==> config.mk <==
export PLATFORM = sky130hd
export DESIGN_NAME = clkout_gate_ctrl
export DESIGN_NICKNAME = d
export VERILOG_FILES = /design/src/rtl/clkgate_pkg.sv /design/src/rtl/clkgate_sync.sv /design/src/rtl/clkgate_div.sv /design/src/rtl/clkgate_restart.sv /design/src/rtl/clkgate_fsm.sv /design/src/rtl/clkout_gate_ctrl.sv
export SDC_FILE = /design/constraint.sdc
export NUM_CORES = 1
export LEC_CHECK = 0
export ABC_AREA = 1
export CAP_MARGIN = 10
export CORE_MARGIN = 2
export CORE_UTILIZATION = 31
export DETAILED_ROUTE_END_ITERATION = 16
export HOLD_SLACK_MARGIN = 0.08
export PLACE_DENSITY = 0.48
export SLEW_MARGIN = 20
export SYNTH_ARGS = -nofsm -noshare
export SYNTH_HDL_FRONTEND = slang
export SYNTH_HIERARCHICAL = 1
export SYNTH_SLANG_ARGS = --single-unit
==> constraint.sdc <==
create_clock -name clk -period 3.7 [get_ports clk]
set_input_delay 0.555 -clock clk [delete_from_list [all_inputs] [get_ports clk]]
set_output_delay 0.555 -clock clk [all_outputs]
set_load 0.03 [all_outputs]
==> src/rtl/clkgate_pkg.sv <==
package clkgate_pkg;
    typedef enum logic [1:0] {
        ST_OFF     = 2'd0,
        ST_ON      = 2'd1,
        ST_DOWN    = 2'd2,
        ST_RESTART = 2'd3
    } gate_state_e;

    typedef struct packed {
        gate_state_e st;
    } gate_regs_s;
endpackage

==> src/rtl/clkgate_sync.sv <==
module clkgate_sync #(
    parameter int STAGES = 2
) (
    input  logic clk,
    input  logic rst_n,
    input  logic async_i,
    output logic sync_o
);
    logic [STAGES-1:0] sh_d, sh_q;

    always_comb begin
        sh_d = {sh_q[STAGES-2:0], async_i};
    end

    always_ff @(posedge clk or negedge rst_n) begin
        if (!rst_n) sh_q <= '0;
        else        sh_q <= sh_d;
    end

    assign sync_o = sh_q[STAGES-1];
endmodule

==> src/rtl/clkgate_div.sv <==
module clkgate_div #(
    parameter int SEL_W = 2
) (
    input  logic             clk,
    input  logic             rst_n,
    input  logic             run_i,
    input  logic [SEL_W-1:0] sel_i,
    output logic             phase_o,
    output logic             fall_o
);
    localparam int NRAT  = 1 << SEL_W;
    localparam int CNT_W = NRAT - 1;

    typedef struct packed {
        logic [CNT_W-1:0] cnt;
        logic             phase;
        logic [SEL_W-1:0] sel;
    } div_regs_s;

    div_regs_s        d, q;
    logic [CNT_W-1:0] term_tab [NRAT];
    logic             at_term;

    // terminal count per ratio: half-period of 2^i cycles
    for (genvar g = 0; g < NRAT; g++) begin : g_term
        assign term_tab[g] = CNT_W'((1 << g) - 1);
    end

    assign at_term = (q.cnt == term_tab[q.sel]);

    always_comb begin
        d = q;
        if (!run_i) begin
            // idle: hold low phase, counter cleared, ratio tracks the select
            d.cnt   = '0;
            d.phase = 1'b0;
            d.sel   = sel_i;
        end else if (at_term) begin
            d.cnt   = '0;
            d.phase = ~q.phase;
            if (q.phase) d.sel = sel_i;   // new ratio only at a falling edge
        end else begin
            d.cnt = q.cnt + 1'b1;
        end
    end

    always_ff @(posedge clk or negedge rst_n) begin
        if (!rst_n) q <= '0;
        else        q <= d;
    end

    assign phase_o = q.phase;
    assign fall_o  = run_i & q.phase & at_term;

    assert_half_width_R2: assert property (@(posedge clk) disable iff (!rst_n)
        (run_i && !at_term) |=> (!run_i || $stable(q.phase)));

    assert_ratio_hold_R9: assert property (@(posedge clk) disable iff (!rst_n)
        (run_i && !fall_o) |=> (!run_i || $stable(q.sel)));
endmodule

==> src/rtl/clkgate_restart.sv <==
module clkgate_restart #(
    parameter int TICK_W = 8
) (
    input  logic              clk,
    input  logic              rst_n,
    input  logic              clear_i,
    input  logic              tick_i,
    input  logic [TICK_W-1:0] limit_i,
    output logic              done_o
);
    logic [TICK_W-1:0] cnt_d, cnt_q;

    always_comb begin
        cnt_d = cnt_q;
        if (clear_i)                        cnt_d = '0;
        else if (tick_i && (cnt_q != '1))   cnt_d = cnt_q + 1'b1;
    end

    always_ff @(posedge clk or negedge rst_n) begin
        if (!rst_n) cnt_q <= '0;
        else        cnt_q <= cnt_d;
    end

    assign done_o = (cnt_q >= limit_i);

    assert_tick_only_R8: assert property (@(posedge clk) disable iff (!rst_n)
        (!clear_i && !tick_i) |=> $stable(cnt_q));
endmodule

==> src/rtl/clkgate_fsm.sv <==
module clkgate_fsm import clkgate_pkg::*; (
    input  logic        clk,
    input  logic        rst_n,
    input  logic        ctl_i,      // synchronized, 1 = run
    input  logic        pd_mode_i,
    input  logic        sync_i,
    input  logic        fall_i,
    input  logic        done_i,
    output gate_state_e state_o
);
    gate_regs_s d, q;

    always_comb begin
        d = q;
        unique case (q.st)
            ST_ON: begin
                if (!ctl_i && (!sync_i || fall_i))
                    d.st = pd_mode_i ? ST_DOWN : ST_OFF;
            end
            ST_OFF: begin
                if (ctl_i)          d.st = ST_ON;
                else if (pd_mode_i) d.st = ST_DOWN;
            end
            ST_DOWN: begin
                if (ctl_i)          d.st = ST_RESTART;
                else if (!pd_mode_i) d.st = ST_OFF;
            end
            ST_RESTART: begin
                if (!ctl_i)     d.st = ST_DOWN;
                else if (done_i) d.st = ST_ON;
            end
            default: d.st = ST_OFF;
        endcase
    end

    always_ff @(posedge clk or negedge rst_n) begin
        if (!rst_n) q <= '{st: ST_OFF};
        else        q <= d;
    end

    assign state_o = q.st;

    assert_sync_wait_R6: assert property (@(posedge clk) disable iff (!rst_n)
        (q.st == ST_ON && sync_i && !fall_i) |=> (q.st == ST_ON));

    assert_restart_hold_R8: assert property (@(posedge clk) disable iff (!rst_n)
        (q.st == ST_RESTART && !done_i) |=> (q.st != ST_ON));

    assert_restart_abort_R10: assert property (@(posedge clk) disable iff (!rst_n)
        (q.st == ST_RESTART && !ctl_i) |=> (q.st == ST_DOWN));
endmodule

==> src/rtl/clkout_gate_ctrl.sv <==
module clkout_gate_ctrl import clkgate_pkg::*; #(
    parameter int SEL_W       = 2,
    parameter int TICK_W      = 8,
    parameter int SYNC_STAGES = 2
) (
    input  logic              clk,
    input  logic              rst_n,
    input  logic              ctl_n,
    input  logic [SEL_W-1:0]  cfg_div_sel,
    input  logic              cfg_pd_mode,
    input  logic              cfg_sync,
    input  logic [TICK_W-1:0] cfg_restart_ticks,
    input  logic              restart_tick,
    output logic              clk_out,
    output logic              out_en,
    output logic              osc_run
);
    logic        ctl_s;
    logic        phase, fall;
    logic        done;
    logic        kill;
    logic        is_on;
    gate_state_e state;

    clkgate_sync #(.STAGES(SYNC_STAGES)) u_sync (
        .clk     (clk),
        .rst_n   (rst_n),
        .async_i (ctl_n),
        .sync_o  (ctl_s)
    );

    clkgate_div #(.SEL_W(SEL_W)) u_div (
        .clk     (clk),
        .rst_n   (rst_n),
        .run_i   (is_on),
        .sel_i   (cfg_div_sel),
        .phase_o (phase),
        .fall_o  (fall)
    );

    clkgate_restart #(.TICK_W(TICK_W)) u_restart (
        .clk     (clk),
        .rst_n   (rst_n),
        .clear_i (state != ST_RESTART),
        .tick_i  (restart_tick),
        .limit_i (cfg_restart_ticks),
        .done_o  (done)
    );

    clkgate_fsm u_fsm (
        .clk       (clk),
        .rst_n     (rst_n),
        .ctl_i     (ctl_s),
        .pd_mode_i (cfg_pd_mode),
        .sync_i    (cfg_sync),
        .fall_i    (fall),
        .done_i    (done),
        .state_o   (state)
    );

    // immediate path: bypasses the synchronizer when timing is asynchronous
    assign kill    = ~cfg_sync & ~ctl_n;
    assign is_on   = (state == ST_ON);
    assign out_en  = is_on & ~kill;
    assign clk_out = phase & is_on & ~kill;
    assign osc_run = (state != ST_DOWN) & ~(kill & cfg_pd_mode);

    assert_drive_needs_osc_R4: assert property (@(posedge clk) disable iff (!rst_n)
        out_en |-> osc_run);

    assert_oe_role_keeps_osc_R3: assert property (@(posedge clk) disable iff (!rst_n)
        (!cfg_pd_mode && $past(!cfg_pd_mode)) |-> osc_run);
endmodule

### Word level (Yosys, flattened, before mapping)

Cells that the tools add are included.

* $add $sub $neg: 2
* multiply operators: 0
* div/mod/pow operators: 0
* magnitude comparators: 2
* equal/unequal tests: 13
* shifts and indexed selects: 0
* muxes and demuxes: 18
* bitwise operators: 13
* reduce and logical (&&, ||, !) cells: 9

Operators with widths (count)
* $mux 2: 9
* $mux 8: 2
* $mux 3: 4
* $ne 3x3->1 const B: 3
* $add 8x1->8 const B: 1
* $ge 8x8->1: 1
* $ne 8x8->1 const B: 1
* $pmux 2 s4: 1
* $and 1x1->1: 7
* $bmux 3 s2: 1
* $mux 6: 1
* $ne 2x1->1 const B: 3
* $not 1->1: 5
* $eq 2x2->1 const B: 2
* $ne 2x2->1 const B: 2
* $reduce_and 4->1: 1
* $add 3x1->3 const B: 1
* $eq 3x3->1: 1
* $ge 3x3->1 const B: 1
* $not 2->3: 1
* $eq 2x1->1 const B: 1
* $logic_and 1x1->1: 2
* $logic_not 1->1: 2
* $logic_not 2->1: 1
* other kinds (3): 3

* bits in registers: 18
* bits in latches: 0
* bits in writable memories: 0
* bits in read-only memories: 0
* input port bits: 16
* memories: 0

### Longest topological paths before layout

* depth in word-level cells: 10
* mapped depth: 13

### Cells and area by module

The synthesis kept the hierarchy.

Modules (own cells, without submodules)
* clkgate_restart: instances 1, cells an instance 106, area each 706.9 µm², seq. area each 200.2 µm²
* clkgate_div: instances 1, cells an instance 40, area each 317.8 µm², seq. area each 150.1 µm²
* clkgate_fsm: instances 1, cells an instance 46, area each 279.0 µm², seq. area each 50.0 µm²
* clkgate_sync: instances 1, cells an instance 2, area each 50.0 µm², seq. area each 50.0 µm²
* clkout_gate_ctrl: instances 1, cells an instance 10, area each 46.3 µm², seq. area each 0.0 µm²

### Least setup slack after synthesis

OpenSTA, ideal clock, no wires.

* path type: input -> register
* start: input port cfg_restart_ticks[5]
* end: register u_fsm.q, in the netlist u_fsm/state_o[0]
* setup time: 117 ps
* arrival time: 1583 ps
* slack: 2000 ps
* cell stages on the path: 10
* path buffers: 0
* path through: inv_1 > ha_1 > a21oi_1 > nor2_1 > nor3_1 > nand3_1 > nor2_1 > o21ai_0 > nand3_1 > nand2_1

* cells in the longest elaborated chain, start to end: 3

Ends and longest elaborated chain
* start: declaration: line clkout_gate_ctrl.sv:12 `input logic [TICK_W-1:0] cfg_restart_ticks,`
* $ge 8x8->1: line clkgate_restart.sv:24 `assign done_o = (cnt_q >= limit_i);`
* net done: line clkout_gate_ctrl.sv:20 `logic done;`
* $ne 3x3->1 (no source line)
* $reduce_and 4->1 (no source line)
* end signal: assignment: line clkgate_fsm.sv:37 `if (!rst_n) q <= '{st: ST_OFF};`
* end: declaration: line clkgate_fsm.sv:11 `gate_regs_s d, q;`

The timed path passes the listed nets, and every way through them passes these cells.
A chain may end at the register's enable or synchronous reset.

### Final worst setup path

* start: input port cfg_pd_mode
* end: output port osc_run

* cells in the longest elaborated chain, start to end: 3

Ends and longest elaborated chain
* start: declaration: line clkout_gate_ctrl.sv:10 `input logic cfg_pd_mode,`
* $and 1x1->1: line clkout_gate_ctrl.sv:66 `assign osc_run = (state != ST_DOWN) & ~(kill & cfg_pd_mode);`
* $not 1->1: line clkout_gate_ctrl.sv:66
* $and 1x1->1: line clkout_gate_ctrl.sv:66
* end: declaration: line clkout_gate_ctrl.sv:16 `output logic osc_run`

Every way passes these cells.

==> summary.md <==
| Metric | Value |
|---|---|
| CP Cell Sequence | clkdlybuf4s50_1 > a21oi_1 > clkdlybuf4s50_1 |
| Yosys warnings | 6 |
| DRC | 0 |
| DR vias | 1,226 |
| Number of global-route vias before repair | 1,109 |
| Chip height | 71.2 um |
| Setup violators final | 0 |
| Synth top area cells | dfrtp_1 (32%), nand2_1 (15%), ha_1 (13%) |
| Source of the critical timing path | cfg_pd_mode |
| Die width | 71.2 um |
| ANT cells | 0 |
| First-pass DRT Iterations | 4 |
| Crit-path most repeated cell | clkdlybuf4s50_1 |
| Worst-Skew Late Latency | 0.25 ns |
| Initial Util | 32.2% |
| Post-CTS Setup Bufs | 0 |
| Mean Syn Cell Area | 6.86 um^2 |
| Crit-path slowest cell | clkdlybuf4s50_1 |
| Fmax | 400 MHz |
| Element type at the critical path start | input pin |
| Routed wire length | between 2 and 3 mm |
| Status | finished clean |
| Grt total ovfl | 0 |
| Setup crit end kind | output port |
| Tot GR Track Use | a little under an eighth |
| Max-slew violations | 0 |
| Reg area | 450 um^2 |
| Kind of critical path | in -> out |
| Post-layout min period | 2.50 ns |
| CTS HTree Levels | 1 |
| Routed WL per cell | ~9.6 um |
| Iteration-0 DRC Markers | 39 |
| Slew Limit Headroom | 44.0% |
| # fillers | approximately 440 |
| Post-CTS Hold Buffers | 0 |
| Footprint of the multi-input gates | 806 um^2 |
| Top Metal Used | met3 |
| Share of the synthesized area in the top cell type | 32.2% |
| Syn-to-layout area delta | 21.4% |
| CP required | 3.14 ns |
| Post-DRT Antenna Nets | 0 |
| TritonCTS Buffers | 3 |
| Worst slew pin tran | ~0.84 ns |
| RSZ-0062 raised after global routing | no |
| PD cells | 472 nW/um^2 |
| First-pass GRT wire length | 4.80 mm |
| Critical Path AT | 1.95 ns |
| Die area | 5070 um^2 |
| I/O pin total | 19 |
| Worst r2r src | u_restart/cnt_q[5]$_DFFE_PN0P_ |
| Number of max-cap violations | 0 |
| Cell variety after synth | 22 |
| Worst vdd ir | 0.243 mV |
| Met2 wire length | 1.16 mm |
| WL met1 | 1.44 mm |
| Row count | 24 |
| Layout cells sized above 1 | under 10% |
| Sequential area share after synthesis | between 30 and 40% |
| FF+latch count, synth | 18 |
| Clock skew | 0.00136 ns |
| Post-synth top area cell | dfrtp_1 |
| Fin. Hold Viols | 0 |
| Buffers on Ports | 18 |
| CTS tree | done |
| Nets@finish | 258 |
| Final TNS setup | 0 ns |
| Post-Syn Instances | 204 |
| Final core utilization | 39.1% |
| Static leakage | 0.000882 uW |
| Placer Congestion | a little under 0.8 |
| Largest net degree at the start of global routing | 19 |
| Met3 WL | 62 um |
| Tcrit/Tclk final | 67.6% |
| Critical path peak fanout | 6 |
| Mapped Nets | 235 |
| Clk sinks | 18 |
| Post_cts resized | 0 |
| Via density per instance | 4.41 |
| Hold Path Class | reg -> reg |
| R2R Setup Slk | around 2.0 ns |
| CTS max path bufs | 2 |
| Estimated wirelength of the detail-placed design | about 2.2 mm |
| Crit path to | osc_run |
| Reg2reg path depth | 9 |
| Reg-to-reg endpoint | u_fsm/state_o[0]$_DFFE_PN0P_ |
| CP max stage delay | around 0.68 ns |
| Clock-pin slew on the worst setup and hold paths | 0.07 ns |
| Post-Syn Area | 1400 um^2 |
| Clock root cell | clkbuf_8 |
| Initial antenna violation count | 0 |
| Core area | between 4000 and 5000 um^2 |
-- cells in the final DEF (no fill, tap or decap) --
master and count:
o21bai_1 2, inv_2 2, clkinv_1 1, nand2_1 57, nor3_2 1, nor2_2 3
inv_1 34, clkinv_2 1, nand2_4 1, nand4_1 2, nor3_1 3, xor2_1 1
a21oi_1 9, ha_1 15, clkdlybuf4s50_1 18, xnor2_1 2, nand2_2 4, nand3_2 2
nor2_1 20, o21ai_1 1, nand3_1 22, dfrtp_1 18, clkbuf_8 4, o21ai_0 3
-- metrics by stage --
stage          instance area (um^2)  total power [uW]  setup WS, ns  cells  hold WS (ns)
2_1_floorplan                  1400               550          2.00    204         0.259
3_3_place_gp                   1650               656          1.22    274         0.333
3_5_place_dp                   1650               653          1.17    274         0.340
4_1_cts                        1700               817          1.17    278         0.357
5_1_grt                        1700               881          1.15    278         0.377
6_report                       1700               802          1.20    278         0.353
-- cells by family after synthesis --
| family | share of synthesized area, % |
|---|---|
| XOR/XNOR | 1.88 |
| AND/OR/NAND/NOR | 36.6 |
| flip-flops | 32.2 |
| AO/OA/AOI/OAI | 5.72 |
| buffers and inverters | 10.3 |
| adder cells (fa/ha/maj) | 13.4 |
-- sequential cells by signal (all words and copies together), names as in the netlist --
name / cells
u_div/phase_o: 1
u_div/q: 5
u_fsm/state_o: 2
u_restart/cnt_q: 8
u_sync/sh_q: 2
-- worst max-delay path, delay by kind of cell --
family                 cells  cell delay, ns
AO/OA/AOI/OAI              1            0.19
buffers and inverters      2            1.20
-- how the worst min path moves through the flow --
stage,startpoint,endpoint,slack [ns],depth (start not counted)
6_report,u_sync/sh_q[0]$_DFF_PN0_,u_sync/sh_q[1]$_DFF_PN0_,0.35,0
2_1_floorplan,rst_n,u_div/phase_o$_DFFE_PN0P_,0.26,0
5_1_grt,u_sync/sh_q[0]$_DFF_PN0_,u_sync/sh_q[1]$_DFF_PN0_,0.38,0
4_1_cts,u_sync/sh_q[0]$_DFF_PN0_,u_sync/sh_q[1]$_DFF_PN0_,0.36,0
3_3_place_gp,u_sync/sh_q[0]$_DFF_PN0_,u_sync/sh_q[1]$_DFF_PN0_,0.33,0
3_5_place_dp,u_sync/sh_q[0]$_DFF_PN0_,u_sync/sh_q[1]$_DFF_PN0_,0.34,0
-- report_power, final --
| part | switching, uW | total (uW) | internal (uW) | leakage, uW |
|---|---|---|---|---|
| clock | 64.9 | 159 | 94.4 | 0.0000288 |
| sequential | 62.9 | 299 | 236 | 0.000238 |
| combinational | 206 | 344 | 137 | 0.000615 |
-- final cells by class --
class                   instances  area share [%]
multi-input cells             148            47.4
flip-flops and latches         18            26.5
repair buffers                 18            10.6
inverters                      38            8.46
well taps                      52            3.83
clock buffers                   4            3.24
-- Yosys cell counts --
master and n:
nand2_1 57, inv_1 34, nand3_1 22, nor2_1 20
dfrtp_1 18, ha_1 15, a21oi_1 9, nand2_2 4
nor2_2 3, nor3_1 3, o21ai_0 3, inv_2 2
nand3_2 2, nand4_1 2, o21bai_1 2, xnor2_1 2
clkinv_1 1, clkinv_2 1, nand2_4 1, nor3_2 1
o21ai_1 1, xor2_1 1
-- metal layers --
layer / GRT usage [%] / vias to the layer above
li1: - / 680
met1: 16.6 / 537
met2: 18.0 / 9
met3: 1.42 / 0
met4: 2.52 / 0
met5: 0 / -
No activity file was read; power rests on OpenSTA's default activity.
